[config.mk]
export PLATFORM = sky130hd
export DESIGN_NAME = irq_wake_ctrl
export DESIGN_NICKNAME = d
export VERILOG_FILES = /design/src/rtl/irq_wake_pkg.sv /design/src/rtl/irq_gate_tree.sv /design/src/rtl/startup_timer.sv /design/src/rtl/irq_wake_ctrl.sv
export SDC_FILE = /design/constraint.sdc
export NUM_CORES = 1
export LEC_CHECK = 0
export BUFFER_PORTS_ARGS = -buffer_cell sky130_fd_sc_hd__buf_2
export CELL_PAD_IN_SITES_DETAIL_PLACEMENT = 0
export CELL_PAD_IN_SITES_GLOBAL_PLACEMENT = 2
export CORE_MARGIN = 1.5
export CORE_UTILIZATION = 34
export DETAILED_ROUTE_END_ITERATION = 7
export HOLD_SLACK_MARGIN = 0.08
export PLACE_DENSITY_LB_ADDON = 0.1
export SETUP_SLACK_MARGIN = 0.2
export SLEW_MARGIN = 40
export SYNTH_ARGS = -nofsm -noshare
export SYNTH_HDL_FRONTEND = slang
export SYNTH_SLANG_ARGS = --single-unit
[constraint.sdc]
create_clock -name clk -period 2.8 [get_ports clk]
set_input_delay 0.28 -clock clk [delete_from_list [all_inputs] [get_ports clk]]
set_output_delay 0.28 -clock clk [all_outputs]
set_load 0.02 [all_outputs]
[src/rtl/irq_wake_pkg.sv]
`timescale 1ns/1ps
package irq_wake_pkg;
  typedef enum logic [1:0] {
    ST_RUN   = 2'd0,
    ST_SLEEP = 2'd1,
    ST_START = 2'd2,
    ST_POST  = 2'd3
  } ctl_state_e;

  localparam int PHASES      = 4;
  localparam int POST_INSTRS = 2;

  // one-hot phase: bit 0 = Q1 ... bit 3 = Q4
  function automatic logic [3:0] phase_onehot(input logic [1:0] ph);
    return 4'b0001 << ph;
  endfunction

  // two-level gating: core hits bypass the group enable
  function automatic logic gate_combine(input logic core_hit, input logic peri_hit,
                                        input logic grp);
    return core_hit | (peri_hit & grp);
  endfunction
endpackage

[src/rtl/irq_gate_tree.sv]
`timescale 1ns/1ps
module irq_gate_tree #(
  parameter int N_CORE = 3,
  parameter int N_PERI = 9
) (
  input  logic [N_CORE-1:0] cf,
  input  logic [N_CORE-1:0] ce,
  input  logic [N_PERI-1:0] pf,
  input  logic [N_PERI-1:0] pe,
  input  logic              grp,
  output logic              any_hit
);
  import irq_wake_pkg::*;

  logic [N_CORE-1:0] c_hit;
  logic [N_PERI-1:0] p_hit;

  for (genvar i = 0; i < N_CORE; i++) begin : g_core
    assign c_hit[i] = cf[i] & ce[i];
  end
  for (genvar j = 0; j < N_PERI; j++) begin : g_peri
    assign p_hit[j] = pf[j] & pe[j];
  end

  assign any_hit = gate_combine(|c_hit, |p_hit, grp);
endmodule

[src/rtl/startup_timer.sv]
`timescale 1ns/1ps
module startup_timer #(
  parameter int LIMIT = 1024
) (
  input  logic clk,
  input  logic rst_n,
  input  logic run,
  output logic done
);
  localparam int W = $clog2(LIMIT + 1);

  logic [W-1:0] cnt;

  always_ff @(posedge clk or negedge rst_n) begin
    if (!rst_n)   cnt <= '0;
    else if (!run) cnt <= '0;
    else          cnt <= cnt + W'(1);
  end

  assign done = run && (cnt == W'(LIMIT - 1));
endmodule

[src/rtl/irq_wake_ctrl.sv]
`timescale 1ns/1ps
module irq_wake_ctrl #(
  parameter int N_CORE  = 3,
  parameter int N_PERI  = 9,
  parameter int STARTUP = 1024,
  parameter int PC_W    = 13,
  parameter int VEC     = 4
) (
  input  logic              clk,
  input  logic              rst_n,
  input  logic [N_CORE-1:0] core_flag,
  input  logic [N_CORE-1:0] core_en,
  input  logic [N_PERI-1:0] peri_flag,
  input  logic [N_PERI-1:0] peri_en,
  input  logic              peri_grp_en,
  input  logic              glb_en,
  input  logic              sleep_req,
  input  logic              osc_ext,
  input  logic [PC_W-1:0]   next_pc,
  output logic              wake,
  output logic              irq_core,
  output logic [3:0]        q_phase,
  output logic              clk_run,
  output logic              vec_load,
  output logic [PC_W-1:0]   vec_addr,
  output logic [PC_W-1:0]   ret_addr,
  output logic              gie_clr
);
  import irq_wake_pkg::*;

  localparam logic [1:0] LAST_PH  = 2'(PHASES - 1);
  localparam logic [1:0] VEC_INST = 2'(POST_INSTRS);

  ctl_state_e        state;
  logic [1:0]        ph;
  logic [1:0]        icnt;
  logic              take_vec;

  // sampled copies of the request inputs
  logic [N_CORE-1:0] s_cf, s_ce;
  logic [N_PERI-1:0] s_pf, s_pe;
  logic              s_grp, s_gie;

  // named internal events
  logic smp_en;
  logic live_any;
  logic wake_any;
  logic in_startup;
  logic tmr_done;
  logic sleep_go;

  assign clk_run    = (state == ST_RUN) || (state == ST_POST);
  assign in_startup = (state == ST_START);
  assign smp_en     = !clk_run || (ph == 2'd0);

  always_ff @(posedge clk or negedge rst_n) begin
    if (!rst_n) begin
      s_cf <= '0; s_ce <= '0; s_pf <= '0; s_pe <= '0;
      s_grp <= 1'b0; s_gie <= 1'b0;
    end else if (smp_en) begin
      s_cf <= core_flag; s_ce <= core_en;
      s_pf <= peri_flag; s_pe <= peri_en;
      s_grp <= peri_grp_en; s_gie <= glb_en;
    end
  end

  irq_gate_tree #(.N_CORE(N_CORE), .N_PERI(N_PERI)) u_gate_live (
    .cf(core_flag), .ce(core_en), .pf(peri_flag), .pe(peri_en),
    .grp(peri_grp_en), .any_hit(live_any)
  );

  irq_gate_tree #(.N_CORE(N_CORE), .N_PERI(N_PERI)) u_gate_smp (
    .cf(s_cf), .ce(s_ce), .pf(s_pf), .pe(s_pe),
    .grp(s_grp), .any_hit(wake_any)
  );

  startup_timer #(.LIMIT(STARTUP)) u_timer (
    .clk(clk), .rst_n(rst_n), .run(in_startup), .done(tmr_done)
  );

  assign sleep_go = (state == ST_RUN) && (ph == 2'd0) && sleep_req && !live_any;

  always_ff @(posedge clk or negedge rst_n) begin
    if (!rst_n) begin
      state    <= ST_RUN;
      ph       <= 2'd0;
      icnt     <= 2'd0;
      take_vec <= 1'b0;
      ret_addr <= '0;
    end else begin
      unique case (state)
        ST_RUN: begin
          if (sleep_go) begin
            state <= ST_SLEEP;
            ph    <= 2'd0;
          end else begin
            ph <= ph + 2'd1;
          end
        end
        ST_SLEEP: begin
          if (wake_any) begin
            take_vec <= s_gie;
            ret_addr <= next_pc;
            if (osc_ext) begin
              state <= ST_POST;
              ph    <= 2'd0;
              icnt  <= 2'd0;
            end else begin
              state <= ST_START;
            end
          end
        end
        ST_START: begin
          if (tmr_done) begin
            state <= ST_POST;
            ph    <= 2'd0;
            icnt  <= 2'd0;
          end
        end
        ST_POST: begin
          ph <= ph + 2'd1;
          if (ph == LAST_PH) icnt <= icnt + 2'd1;
          if (ph == 2'd0 && icnt == VEC_INST) state <= ST_RUN;
        end
        default: state <= ST_RUN;
      endcase
    end
  end

  assign wake     = (state == ST_SLEEP) && wake_any;
  assign irq_core = wake_any && s_gie;
  assign q_phase  = clk_run ? phase_onehot(ph) : 4'b0000;
  assign vec_load = (state == ST_POST) && (ph == 2'd0) && (icnt == VEC_INST) && take_vec;
  assign gie_clr  = vec_load;
  assign vec_addr = PC_W'(VEC);
endmodule

==> results by group <==
Finish
  • Fill cell count: 808
  • Area Overhead vs Synth: 24.3%
  • Layout cell share with drive strength beyond 1: 0.440
  • Fin nets: 358
  • Antenna cells: 0
  • Final Cell Area: 0.00357 mm²

Floorplan
  • Die width: 94.9 µm
  • Die area: 0.00901 mm²
  • Die Span Y: 94.9 µm
  • Starting Density: 0.350
  • Boundary Pins: 78
  • CORE AREA: 0.00822 mm²
  • Site row count: 33

Synthesis
  • Post-synth top flop: dfrtp_1
  • Synth warn: 0
  • Share of the synthesized area in the top cell type: 0.497
  • Avg Synthesized Cell Area: 12.5 µm²
  • Synth cell count leaders: dfrtp_1, mux2_2, buf_4, inv_1, ha_1
  • Synthesized area: 0.00287 mm²
  • Register area share after synthesis: 0.497
  • Cell taking the most area after synthesis: dfrtp_1
  • Top-count cell post-synth: dfrtp_1
  • Synth Register Bits: 57
  • Post-synth ARST share: 1.00
  • Post-synth EDFFs: 0
  • Syn Inst Count: 230
  • Synth cell types: 41
  • Largest cells by area after synthesis: dfrtp_1, mux2_2, ha_1

Worst setup path
  • Crit. Startpoint: s_pe[0]
  • R2r startpoint: s_pe[0]
  • Endpoint class of the critical path: output pin
  • Critical path launch point type: register
  • Largest fanout on the critical path: 15
  • Critical path class: register to output pin
  • Worst EP required: 2.52 ns
  • Critical Path AT: 2.17 ns

Timing
  • Slew Viols, Final: 0
  • Final hold vios: 0
  • RSZ-0062 raised after global routing: false
  • FMAX: 0.408 GHz
  • Final setup violation count: 0
  • Setup TNS: 0 ns
  • Post-layout minimum cycle time: 2.45 ns
  • Crit share post-route: 0.875
  • Final setup skew: 0.00816 ns

Clocking
  • Clk sink count: 57
  • H-tree depth: 3
  • Clock tree buffer depth: 2
  • CTS tree: yes
  • CTS buffer count: 9
  • Clock root buffer: clkbuf_8
  • Clk Latency, worst-skew pair: 0.33 ns
  • Worst-path clk slew: 0.07 ns

Flow run
  • Max Cap Viol: 0

Power
  • Pleak: 1.71 nW
  • Worst VDD drop: 415 µV
  • Pwr dens: 1180 mW/mm²

Routing
  • Vias/cell: 4.73
  • Wirelength, routed: 5.72 mm
  • Via Count: 1,959
  • DR pass1 iterations: 5
  • Detailed router's first-iteration violation count: 51
  • DR WL/cell: 13.8 µm
  • DRC viols: 0
  • Antenna Nets Post-Route: 0

Global route
  • Pin count of the biggest net entering global routing: 36
  • Total grt overflow: 0
  • Gr usage total: 0.144
  • Antenna violations before repair: 0
  • Number of global-route vias before repair: 1,953
  • First-pass GRT wire length: 9.65 mm

Hold path
  • Hold Startpoint: next_pc[12]
  • Worst min path class: input pin to register

Run status
  • Outcome: finished, final reports clean

Placement
  • Gpl congestion: 0.751
  • Post-Place Cell Area: 0.00326 mm²
  • PortBufs: 64
  • HPWL Detailed: 4.17 mm
-- per-stage QoR --
step | hold slack, ns | setup WS [ns] | total power [W] | std cells | util
CTS | 0.155 | 0.239 | 0.00423 | 413 | 0.432
global placement | 0.431 | 0.661 | 0.00314 | 396 | 0.397
finish | 0.177 | 0.350 | 0.00421 | 414 | 0.434
global route | 0.154 | 0.199 | 0.00450 | 414 | 0.434
detailed placement | 0.281 | 0.652 | 0.00314 | 396 | 0.397
floorplan | -0.0156 | 0.694 | 0.00269 | 241 | -
-- registers in the layout, summed over array words and instances, names as in the netlist --
register and flops:
icnt 2, ph 2, s_pf 9, ret_addr 13
s_grp 1, state 2, u_timer.cnt 11, s_gie 1
s_cf 3, s_pe 9, s_ce 3, take_vec 1
-- layout by cell type (no fill, tap or decap), types with 5 or more instances in the layout --
cell,n
and2_1,8
o21ai_0,6
mux2_2,32
clkbuf_8,11
conb_1,13
nor2_1,6
mux2_4,9
nand2_1,9
inv_1,12
xnor2_1,5
buf_4,6
dfrtp_1,57
buf_2,63
a22oi_1,7
ha_1,11
nor2b_1,6
-- per-layer routing --
layer,track usage,part of all wire,vias to the layer above
met5,0,0,-
met4,0.0572,0.020,0
met3,0.0548,0.057,10
met2,0.221,0.45,58
met1,0.184,0.48,955
li1,-,-,936
-- what timing repair did --
| action | 4_1_cts | 5_1_grt |
|---|---|---|
| hold endpoints to repair | 33 | 0 |
| hold buffers | 1 | 0 |
| setup endpoints to repair | 0 | 1 |
| setup buffers | 0 | 1 |
| gates resized for setup | 0 | 4 |
-- area by class of cell --
| type | instances | area [µm²] | share of cell area |
|---|---|---|---|
| Clock buffer | 11 | 151 | 0.0424 |
| Multi-Input combinational cell | 153 | 1300 | 0.364 |
| Timing Repair Buffer | 71 | 390 | 0.109 |
| Inverter | 12 | 45.0 | 0.0126 |
| Clock inverter | 5 | 125 | 0.0351 |
| Tap cell | 105 | 131 | 0.0368 |
| Sequential cell | 57 | 1430 | 0.400 |
-- worst max-delay path, stage by stage, from the launching register on --
cell,delay (ns)
dfrtp_1,0.39
a222oi_1,0.42
a41o_1,0.34
and2_4,0.18
nand2b_1,0.15
buf_12,0.17
inv_1,0.04
buf_2,0.15
-- power by group --
group / internal (W) / switching (W)
registers: 0.00117 / 0.000194
clock network: 0.000729 / 0.000330
logic: 0.000889 / 0.000906
-- logic make-up (layout without fill, tap and decap cells) --
| family | Yosys count | in the layout | share of synthesized area |
|---|---|---|---|
| flops | 57 | 57 | 0.497 |
| simple gates | 51 | 51 | 0.0989 |
| mux | 42 | 42 | 0.176 |
| buf+inv | 31 | 99 | 0.0671 |
| compound gates | 29 | 29 | 0.0897 |
| fa+ha+maj | 11 | 11 | 0.0479 |
| xor+xnor | 7 | 7 | 0.0213 |
| other cells | 2 | 13 | 0.00261 |
-- path summary, 6_finish.rpt --
path,cells past startpoint,end,slack (ns)
max in group asynchronous,3,state[0],1.79
worst max-delay path,7,wake,0.35
worst min-delay path,2,ret_addr[12],0.18
worst max register to register,6,ret_addr[2],0.70
worst min register to register,1,u_timer.cnt[0],0.46
min in group asynchronous,2,s_pf[4],0.45
Note: power is estimated with default switching activity, not from simulation.
